==> config.mk <==
export PLATFORM = sky130hd
export DESIGN_NAME = sync_shift_port
export DESIGN_NICKNAME = d
export VERILOG_FILES = /design/src/rtl/ssp_pkg.sv /design/src/rtl/ssp_clk_src.sv /design/src/rtl/ssp_shift_eng.sv /design/src/rtl/ssp_reg_if.sv /design/src/rtl/sync_shift_port.sv
export SDC_FILE = /design/constraint.sdc
export NUM_CORES = 1
export LEC_CHECK = 0
export ABC_AREA = 0
export BUFFER_PORTS_ARGS = -buffer_cell sky130_fd_sc_hd__buf_4
export CORE_AREA = 2 2 79 62
export CTS_BUF_LIST = sky130_fd_sc_hd__clkbuf_2
export CTS_CLUSTER_SIZE = 30
export DETAILED_ROUTE_END_ITERATION = 12
export DIE_AREA = 0 0 81 64
export GPL_TIMING_DRIVEN = 0
export PLACE_DENSITY = 0.4
export SYNTH_ARGS = -nofsm -noshare
export SYNTH_HDL_FRONTEND = slang
export SYNTH_SLANG_ARGS = --single-unit
==> constraint.sdc <==
create_clock -name clk -period 1.4 [get_ports clk]
set_input_delay 0.07 -clock clk [delete_from_list [all_inputs] [get_ports clk]]
set_output_delay 0.07 -clock clk [all_outputs]
set_load 0.005 [all_outputs]
==> src/rtl/ssp_pkg.sv <==
package ssp_pkg;
  localparam int CTRL_TRIG_BIT = 0;
  localparam int CTRL_BUSY_BIT = 1;
  localparam logic SCLK_IDLE   = 1'b1;
  localparam logic SDO_RESET   = 1'b0;
endpackage

==> src/rtl/ssp_clk_src.sv <==
module ssp_clk_src #(
  parameter int SYNC_STAGES = 2
) (
  input  logic clk,
  input  logic rst_n,
  input  logic ext_mode,
  input  logic tick_en,
  input  logic run,
  input  logic sclk_in,
  input  logic sdi,
  output logic sclk_int,
  output logic rise_evt,
  output logic fall_evt,
  output logic sdi_s
);
  import ssp_pkg::*;

  logic [SYNC_STAGES:0]   clk_sh;
  logic [SYNC_STAGES-1:0] dat_sh;
  logic ext_rise, ext_fall, int_rise, int_fall;

  always_ff @(posedge clk or negedge rst_n) begin
    if (!rst_n) begin
      clk_sh <= '1;
      dat_sh <= '0;
    end else begin
      clk_sh <= {clk_sh[SYNC_STAGES-1:0], sclk_in};
      dat_sh <= {dat_sh[SYNC_STAGES-2:0], sdi};
    end
  end

  always_ff @(posedge clk or negedge rst_n) begin
    if (!rst_n)
      sclk_int <= SCLK_IDLE;
    else if (!ext_mode && run && tick_en)
      sclk_int <= ~sclk_int;
  end

  assign ext_rise = clk_sh[SYNC_STAGES-1] & ~clk_sh[SYNC_STAGES];
  assign ext_fall = ~clk_sh[SYNC_STAGES-1] & clk_sh[SYNC_STAGES];
  assign int_rise = tick_en & ~sclk_int;
  assign int_fall = tick_en & sclk_int;

  assign rise_evt = run & (ext_mode ? ext_rise : int_rise);
  assign fall_evt = run & (ext_mode ? ext_fall : int_fall);
  assign sdi_s    = dat_sh[SYNC_STAGES-1];
endmodule

==> src/rtl/ssp_shift_eng.sv <==
module ssp_shift_eng #(
  parameter int WORD_W = 8,
  parameter int NIB_W  = 4,
  parameter int ADDR_W = 2,
  localparam int NIBS  = WORD_W / NIB_W,
  localparam int CNT_W = $clog2(WORD_W + 1)
) (
  input  logic              clk,
  input  logic              rst_n,
  input  logic              start,
  input  logic              rise_evt,
  input  logic              fall_evt,
  input  logic              sdi_s,
  input  logic              data_wr,
  input  logic [ADDR_W-1:0] data_idx,
  input  logic [NIB_W-1:0]  wr_nib,
  output logic [WORD_W-1:0] word,
  output logic              busy,
  output logic              sdo,
  output logic [CNT_W-1:0]  cnt
);
  import ssp_pkg::*;

  logic [WORD_W-1:0] word_d;
  logic              last_bit;

  assign last_bit = (cnt == CNT_W'(WORD_W - 1));

  always_comb begin
    word_d = word;
    if (rise_evt)
      word_d = {sdi_s, word[WORD_W-1:1]};
    else if (data_wr)
      for (int i = 0; i < NIBS; i++)
        if (data_idx == ADDR_W'(i))
          word_d[i*NIB_W +: NIB_W] = wr_nib;
  end

  always_ff @(posedge clk)
    word <= word_d;

  always_ff @(posedge clk or negedge rst_n) begin
    if (!rst_n) begin
      busy <= 1'b0;
      cnt  <= '0;
      sdo  <= SDO_RESET;
    end else begin
      if (fall_evt)
        sdo <= word[0];
      if (start) begin
        busy <= 1'b1;
        cnt  <= '0;
      end else if (rise_evt) begin
        cnt <= cnt + CNT_W'(1);
        if (last_bit)
          busy <= 1'b0;
      end
    end
  end
endmodule

==> src/rtl/ssp_reg_if.sv <==
module ssp_reg_if #(
  parameter int WORD_W = 8,
  parameter int NIB_W  = 4,
  parameter int ADDR_W = 2,
  localparam int NIBS  = WORD_W / NIB_W
) (
  input  logic              clk,
  input  logic              rst_n,
  input  logic              bus_sel,
  input  logic              bus_wr,
  input  logic              bus_rd,
  input  logic [ADDR_W-1:0] bus_addr,
  input  logic [NIB_W-1:0]  bus_wdata,
  input  logic              busy,
  input  logic [WORD_W-1:0] word,
  output logic [NIB_W-1:0]  bus_rdata,
  output logic              start,
  output logic              data_wr,
  output logic              armed
);
  import ssp_pkg::*;

  localparam logic [ADDR_W-1:0] CTRL_ADDR = ADDR_W'(NIBS);

  logic is_data, is_ctrl, data_acc;

  assign is_data  = bus_addr < CTRL_ADDR;
  assign is_ctrl  = bus_addr == CTRL_ADDR;
  assign data_acc = bus_sel & (bus_wr | bus_rd) & is_data & ~busy;
  assign data_wr  = bus_sel & bus_wr & is_data & ~busy;
  assign start    = bus_sel & bus_wr & is_ctrl & bus_wdata[CTRL_TRIG_BIT] & armed & ~busy;

  always_ff @(posedge clk or negedge rst_n) begin
    if (!rst_n)
      armed <= 1'b0;
    else if (start)
      armed <= 1'b0;
    else if (data_acc)
      armed <= 1'b1;
  end

  always_comb begin
    bus_rdata = '0;
    if (bus_sel && bus_rd) begin
      if (is_ctrl)
        bus_rdata[CTRL_BUSY_BIT] = busy;
      else
        for (int i = 0; i < NIBS; i++)
          if (bus_addr == ADDR_W'(i))
            bus_rdata = word[i*NIB_W +: NIB_W];
    end
  end
endmodule

==> src/rtl/sync_shift_port.sv <==
module sync_shift_port #(
  parameter int WORD_W      = 8,
  parameter int NIB_W       = 4,
  parameter int ADDR_W      = 2,
  parameter int SYNC_STAGES = 2
) (
  input  logic              clk,
  input  logic              rst_n,
  input  logic              bus_sel,
  input  logic              bus_wr,
  input  logic              bus_rd,
  input  logic [ADDR_W-1:0] bus_addr,
  input  logic [NIB_W-1:0]  bus_wdata,
  output logic [NIB_W-1:0]  bus_rdata,
  input  logic              ext_mode,
  input  logic              tick_en,
  input  logic              sclk_in,
  output logic              sclk_out,
  output logic              sclk_oe,
  input  logic              sdi,
  output logic              sdo
);
  localparam int CNT_W = $clog2(WORD_W + 1);

  logic              busy, armed, start, data_wr;
  logic              rise_evt, fall_evt, sdi_s;
  logic [WORD_W-1:0] word;
  logic [CNT_W-1:0]  cnt;

  ssp_reg_if #(.WORD_W(WORD_W), .NIB_W(NIB_W), .ADDR_W(ADDR_W)) u_regs (
    .clk(clk), .rst_n(rst_n), .bus_sel(bus_sel), .bus_wr(bus_wr),
    .bus_rd(bus_rd), .bus_addr(bus_addr), .bus_wdata(bus_wdata),
    .busy(busy), .word(word), .bus_rdata(bus_rdata), .start(start),
    .data_wr(data_wr), .armed(armed)
  );

  ssp_clk_src #(.SYNC_STAGES(SYNC_STAGES)) u_clk (
    .clk(clk), .rst_n(rst_n), .ext_mode(ext_mode), .tick_en(tick_en),
    .run(busy), .sclk_in(sclk_in), .sdi(sdi), .sclk_int(sclk_out),
    .rise_evt(rise_evt), .fall_evt(fall_evt), .sdi_s(sdi_s)
  );

  ssp_shift_eng #(.WORD_W(WORD_W), .NIB_W(NIB_W), .ADDR_W(ADDR_W)) u_eng (
    .clk(clk), .rst_n(rst_n), .start(start), .rise_evt(rise_evt),
    .fall_evt(fall_evt), .sdi_s(sdi_s), .data_wr(data_wr),
    .data_idx(bus_addr), .wr_nib(bus_wdata), .word(word), .busy(busy),
    .sdo(sdo), .cnt(cnt)
  );

  assign sclk_oe = busy & ~ext_mode;
endmodule

Yosys cells after proc, flatten, opt, wreduce, memory -nomap -nowiden

Cells that the tools add are included.

Memory bits (read-only): 0
Bits in writable memories: 0
Memories kept: 0
Latch bits: 0
Logic and storage cells: 70
Bits in registers: 21

Shifts and indexed selects: 0
Equality and inequality tests: 3
Multiply operators: 0
Reduce and logical (&&, ||, !) cells: 14
Mux-type cells: 19
$lt $le $gt $ge: 1
$add $sub $neg: 1
Bitwise logic cells: 23
Div/mod/pow operators: 0

Operator list:

| cell                | number |
|---|---|
| $mux 4              | 7 |
| $and 1x1->1         | 17 |
| $mux 8              | 2 |
| $reduce_bool 2->1   | 6 |
| $mux 1              | 9 |
| $reduce_and 2->1    | 3 |
| $not 1->1           | 5 |
| $add 4x1->4 const B | 1 |
| $eq 4x3->1 const B  | 1 |
| $logic_and 1x1->1   | 3 |
| $eq 2x1->1 const B  | 1 |
| $eq 2x2->1 const B  | 1 |
| $logic_not 2->1     | 1 |
| $lt 2x2->1 const B  | 1 |
| $mux 2              | 1 |
| $logic_not 1->1     | 1 |
| $or 1x1->1          | 1 |

Longest topological paths before layout

Word-level depth: 7
Mapped depth: 4

Hierarchy

A second synthesis with hierarchy kept.

Cells, all modules: 92
Area, all modules: 1028.5 µm²

Modules (own cells, without submodules):

| module          | cells each | area an instance (µm²) | times used |
|---|---|---|---|
| ssp_shift_eng   | 55         | 639.4                  | 1 |
| ssp_clk_src     | 14         | 217.7                  | 1 |
| ssp_reg_if      | 22         | 157.7                  | 1 |
| sync_shift_port | 1          | 13.8                   | 1 |

Least setup slack after synthesis

No wires, ideal clock.

Path type: flip-flop to flip-flop
From: register u_clk.clk_sh[1]
To: register u_eng.word[1], data pin
Buffers on the path: 0
Path slack: -0.038 ns
Arrival: 1.178 ns
Cell stages (with the launch flop): 4
Data required time: 1.140 ns
Cells stage by stage: dfstp_2 > nand4b_4 > nand2_8 > mux2_2

Cells in the longest elaborated chain, start to end: 4

Ends and longest elaborated chain:

| what                      | line                | source |
|---|---|---|
| start: declaration        | ssp_clk_src.sv:18   | `logic [SYNC_STAGES:0] clk_sh;` |
| start signal: assignment  | ssp_clk_src.sv:27   | `clk_sh <= {clk_sh[SYNC_STAGES-1:0], sclk_in};` |
| $and 1x1->1               | ssp_clk_src.sv:39   | `assign ext_rise = clk_sh[SYNC_STAGES-1] & ~clk_sh[SYNC_STAGES];` |
| $mux 1                    | ssp_clk_src.sv:44   | `assign rise_evt = run & (ext_mode ? ext_rise : int_rise);` |
| $and 1x1->1               | ssp_clk_src.sv:44   |  |
| $mux 8                    | ssp_shift_eng.sv:31 | `if (rise_evt)` |
| named net u_eng.word_d[1] | ssp_shift_eng.sv:24 | `logic [WORD_W-1:0] word_d;` |
| end signal: assignment    | ssp_shift_eng.sv:40 | `word <= word_d;` |
| end: declaration          | ssp_shift_eng.sv:17 | `output logic [WORD_W-1:0] word,` |

The timed path passes the listed nets, and every way through them passes these cells.
A chain may end at the register's enable or synchronous reset.

Final worst setup path

From: register u_clk.clk_sh[1]
To: register u_eng.word[4], data pin

The elaborated chain is that of the path after synthesis.

==> out/qor.txt <==
First-pass GRT wire length - 4490 um
Total power - 1960 uW
Worst hold slack - 68.8 ps
WS Path Type - register to register
CP Cell Sequence - nand4b_4 > nand2_4 > mux2_4
Post-DRT Antenna Nets - 0
Total grt overflow - 0
Reg clk slew, reported paths - 230 ps
Die ar. - 5180 um^2
Worst Setup End Kind - register
Switch Pwr - 629 uW
Num CTS Buffers - 3
CP peak stage delay - 630 ps
Worst setup SP type - register
Initial DRC Count - 51
Fraction of power spent switching nets - 32.1%
CTS Root Cell - clkbuf_2
Outcome - complete, but fails checks
Most frequent cells after synthesis - dfrtp_1 (9), edfxtp_1 (8), mux2_2 (7), mux2i_1 (6), o21ai_0 (6)
Crit path to - u_eng.word[4]
Post-DP Area - 1320 um^2
Max Clock Freq - 668 MHz
Mapped cell area - 1100 um^2
Reg2Reg Setup Slack - -100 ps
Power Density - 1230 nW/um^2
Setup violations, final - 19
Fraction of layout instances using a drive strength above 1 - 54.7%
Endpoints failing hold - 0
Vias/cell - 4.57
Antenna violations before repair - 0
CP Data Required Time - 1520 ps
Worst Path Max Fanout - 5
Synth warnings - 0
Reg-to-reg startpoint - u_clk.clk_sh[1]
Layout Skew - 8.80 ps
CTS tree - done
Internal power - 1330 uW
Critical Path Source - u_clk.clk_sh[1]
Worst setup margin - -97.3 ps
Failing checks - negative setup slack
Clock buffer depth - 2
Final net count - 145
Area growth syn-to-layout - 44.7%
Global Route Usage Sum - 11.6%
Async set-reset flop share out of synthesis - 61.9%
Syn Inst Count - 85
Yosys top cell area share - 21.8%
Fillers - 456
Clock power frac - 13.9%
Global placer's final weighted congestion - 0.755
Synth cell types - 34
Seq pwr share - 46.3%
# clock sinks - 21
Starting Density - 25.2%
Number of global-route vias before repair - 893
Tmin final - 1500 ps
Hold Crit Class - input pin to asynchronous set/reset pin
Post-synth top area cell - edfxtp_1
Final wirelength - 2610 um
Detail Placement HPWL - 1830 um
Register area share after synthesis - 51.9%
DRC - 0
Max_slew headroom - 80.9%
H-tree depth - 1
Syn nets - 101
Final instance area - 1590 um^2
Fin cells - 185
Maximum vdd drop - 0.557 mV
Slew @ Worst Pin - 286 ps
Pre-antenna DRT Iters - 4
Synth area leaders - edfxtp_1 (22%), dfrtp_1 (20%), dfstp_2 (9.6%)
Max-cap viol count - 0
Wirelength per Cell - 14.1 um
Vias - 845
RSZ-0062 raised after global routing - yes
Largest net degree at the start of global routing - 14
Die height - 64 um
Final Max Tran Viols - 0
Combinational share of power - 39.9%
Worst-Skew Late Latency - 330 ps
N_diodes - 0
Ports - 22
Port Buffers - 20
Placed insts - 162
Pleak - 0.000701 uW
Fin crit share - 107%
Slowest CP cell - dfstp_2
Row count - 21
RR Endpoint - u_eng.word[4]
Synth Flop Type - dfrtp_1
Synthesized area per cell - 12.9 um^2
Chip Width - 81 um
Number of flops mapped to enable cells by yosys - 8
Top-count cell post-synth - dfrtp_1
Core Area - 4360 um^2
Flop and latch count out of synthesis - 21
Arrival time worst endpoint - 1610 ps
Worst-case reg-to-reg path depth - 3
-- layout by cell type, fill, tap and decap left out, types with 4 or more instances in the layout --
cell type	Yosys	layout
nor2_1	4	4
mux2i_1	6	6
edfxtp_1	8	8
mux2_4	2	9
buf_4	1	29
o21ai_0	6	4
dfrtp_1	9	9
dfstp_2	4	4
dlygate4sd3_1	0	8
-- final cells by class --
cell class                 count  area [um^2]  area share (%)
clock buffer                   3         15.0           0.943
inverter                       2         7.51           0.472
clock inverter                 1         7.51           0.472
multi-input combinational     60          583            36.6
buffer                         3         27.5            1.73
tap                           57         71.3            4.48
sequential                    21          571            35.8
timing repair buffer          38          309            19.4
-- power groups by stage --
stage / sequential (uW) / clock [uW] / combinational [uW]
detailed placement: 919 / 0 / 570
global placement: 913 / 0 / 561
finish: 906 / 271 / 781
global route: 922 / 320 / 864
floorplan: 892 / 0 / 379
CTS: 903 / 289 / 745
-- per-stage QoR --
| stage | TNS (ps) | utilization, % | setup slack [ps] |
|---|---|---|---|
| final | -1070 | 36.5 | -97.3 |
| after global placement | -1590 | 30.3 | -110 |
| after CTS | -1190 | 35.0 | -109 |
| after global routing | -2190 | 36.5 | -158 |
| after detailed placement | -1620 | 30.3 | -108 |
| after floorplan | -103 | - | -23.9 |
-- routing by layer --
metal	share of wire (%)	global-route usage, %	vias up
li1	-	-	409
met1	54	17.5	418
met2	42	16.5	16
met3	3.5	3.39	2
met4	0.69	1.91	0
met5	0	0	-
-- state kept, by name, indices dropped and copies added, names as in the netlist --
| signal | cells |
|---|---|
| u_regs.armed | 1 |
| u_eng.cnt | 4 |
| u_clk.sclk_int | 1 |
| u_eng.sdo | 1 |
| u_clk.clk_sh | 3 |
| u_eng.busy | 1 |
| u_eng.word | 8 |
| u_clk.dat_sh | 2 |
-- what timing repair did --
action | 4_1_cts | 5_1_grt
pin swaps | 7 | 3
setup buffers | 8 | 2
gates cloned | 1 | 0
endpoints found under the setup margin | 19 | 26
gates resized for setup | 14 | 6
endpoints found under the hold margin | 17 | 5
hold buffers | 5 | 3
-- worst min path at each step --
stage,endpoint,slack (ps)
after floorplan,u_clk.dat_sh[0],-230
after global placement,u_clk.dat_sh[0],-60
after detailed placement,u_clk.dat_sh[0],-70
after CTS,u_eng.word[3],3
after global routing,u_eng.word[0],40
final,u_clk.dat_sh[1],70
-- cells by family (layout without fill, tap and decap cells) --
logic type,after synthesis,after routing,share of synthesized area (%)
simple gates,25,26,18.3
flops,21,21,51.9
fa+ha+maj,1,1,1.14
compound gates,18,18,10.5
mux,15,15,15.4
buf+inv,5,47,2.84
-- critical path: cells and delay by family, from the launching register on --
kind | cells | cell delay [ps]
and+or+nand+nor | 2 | 350
muxes | 1 | 310
DFF | 1 | 630
(Power assumes the default switching activity.)
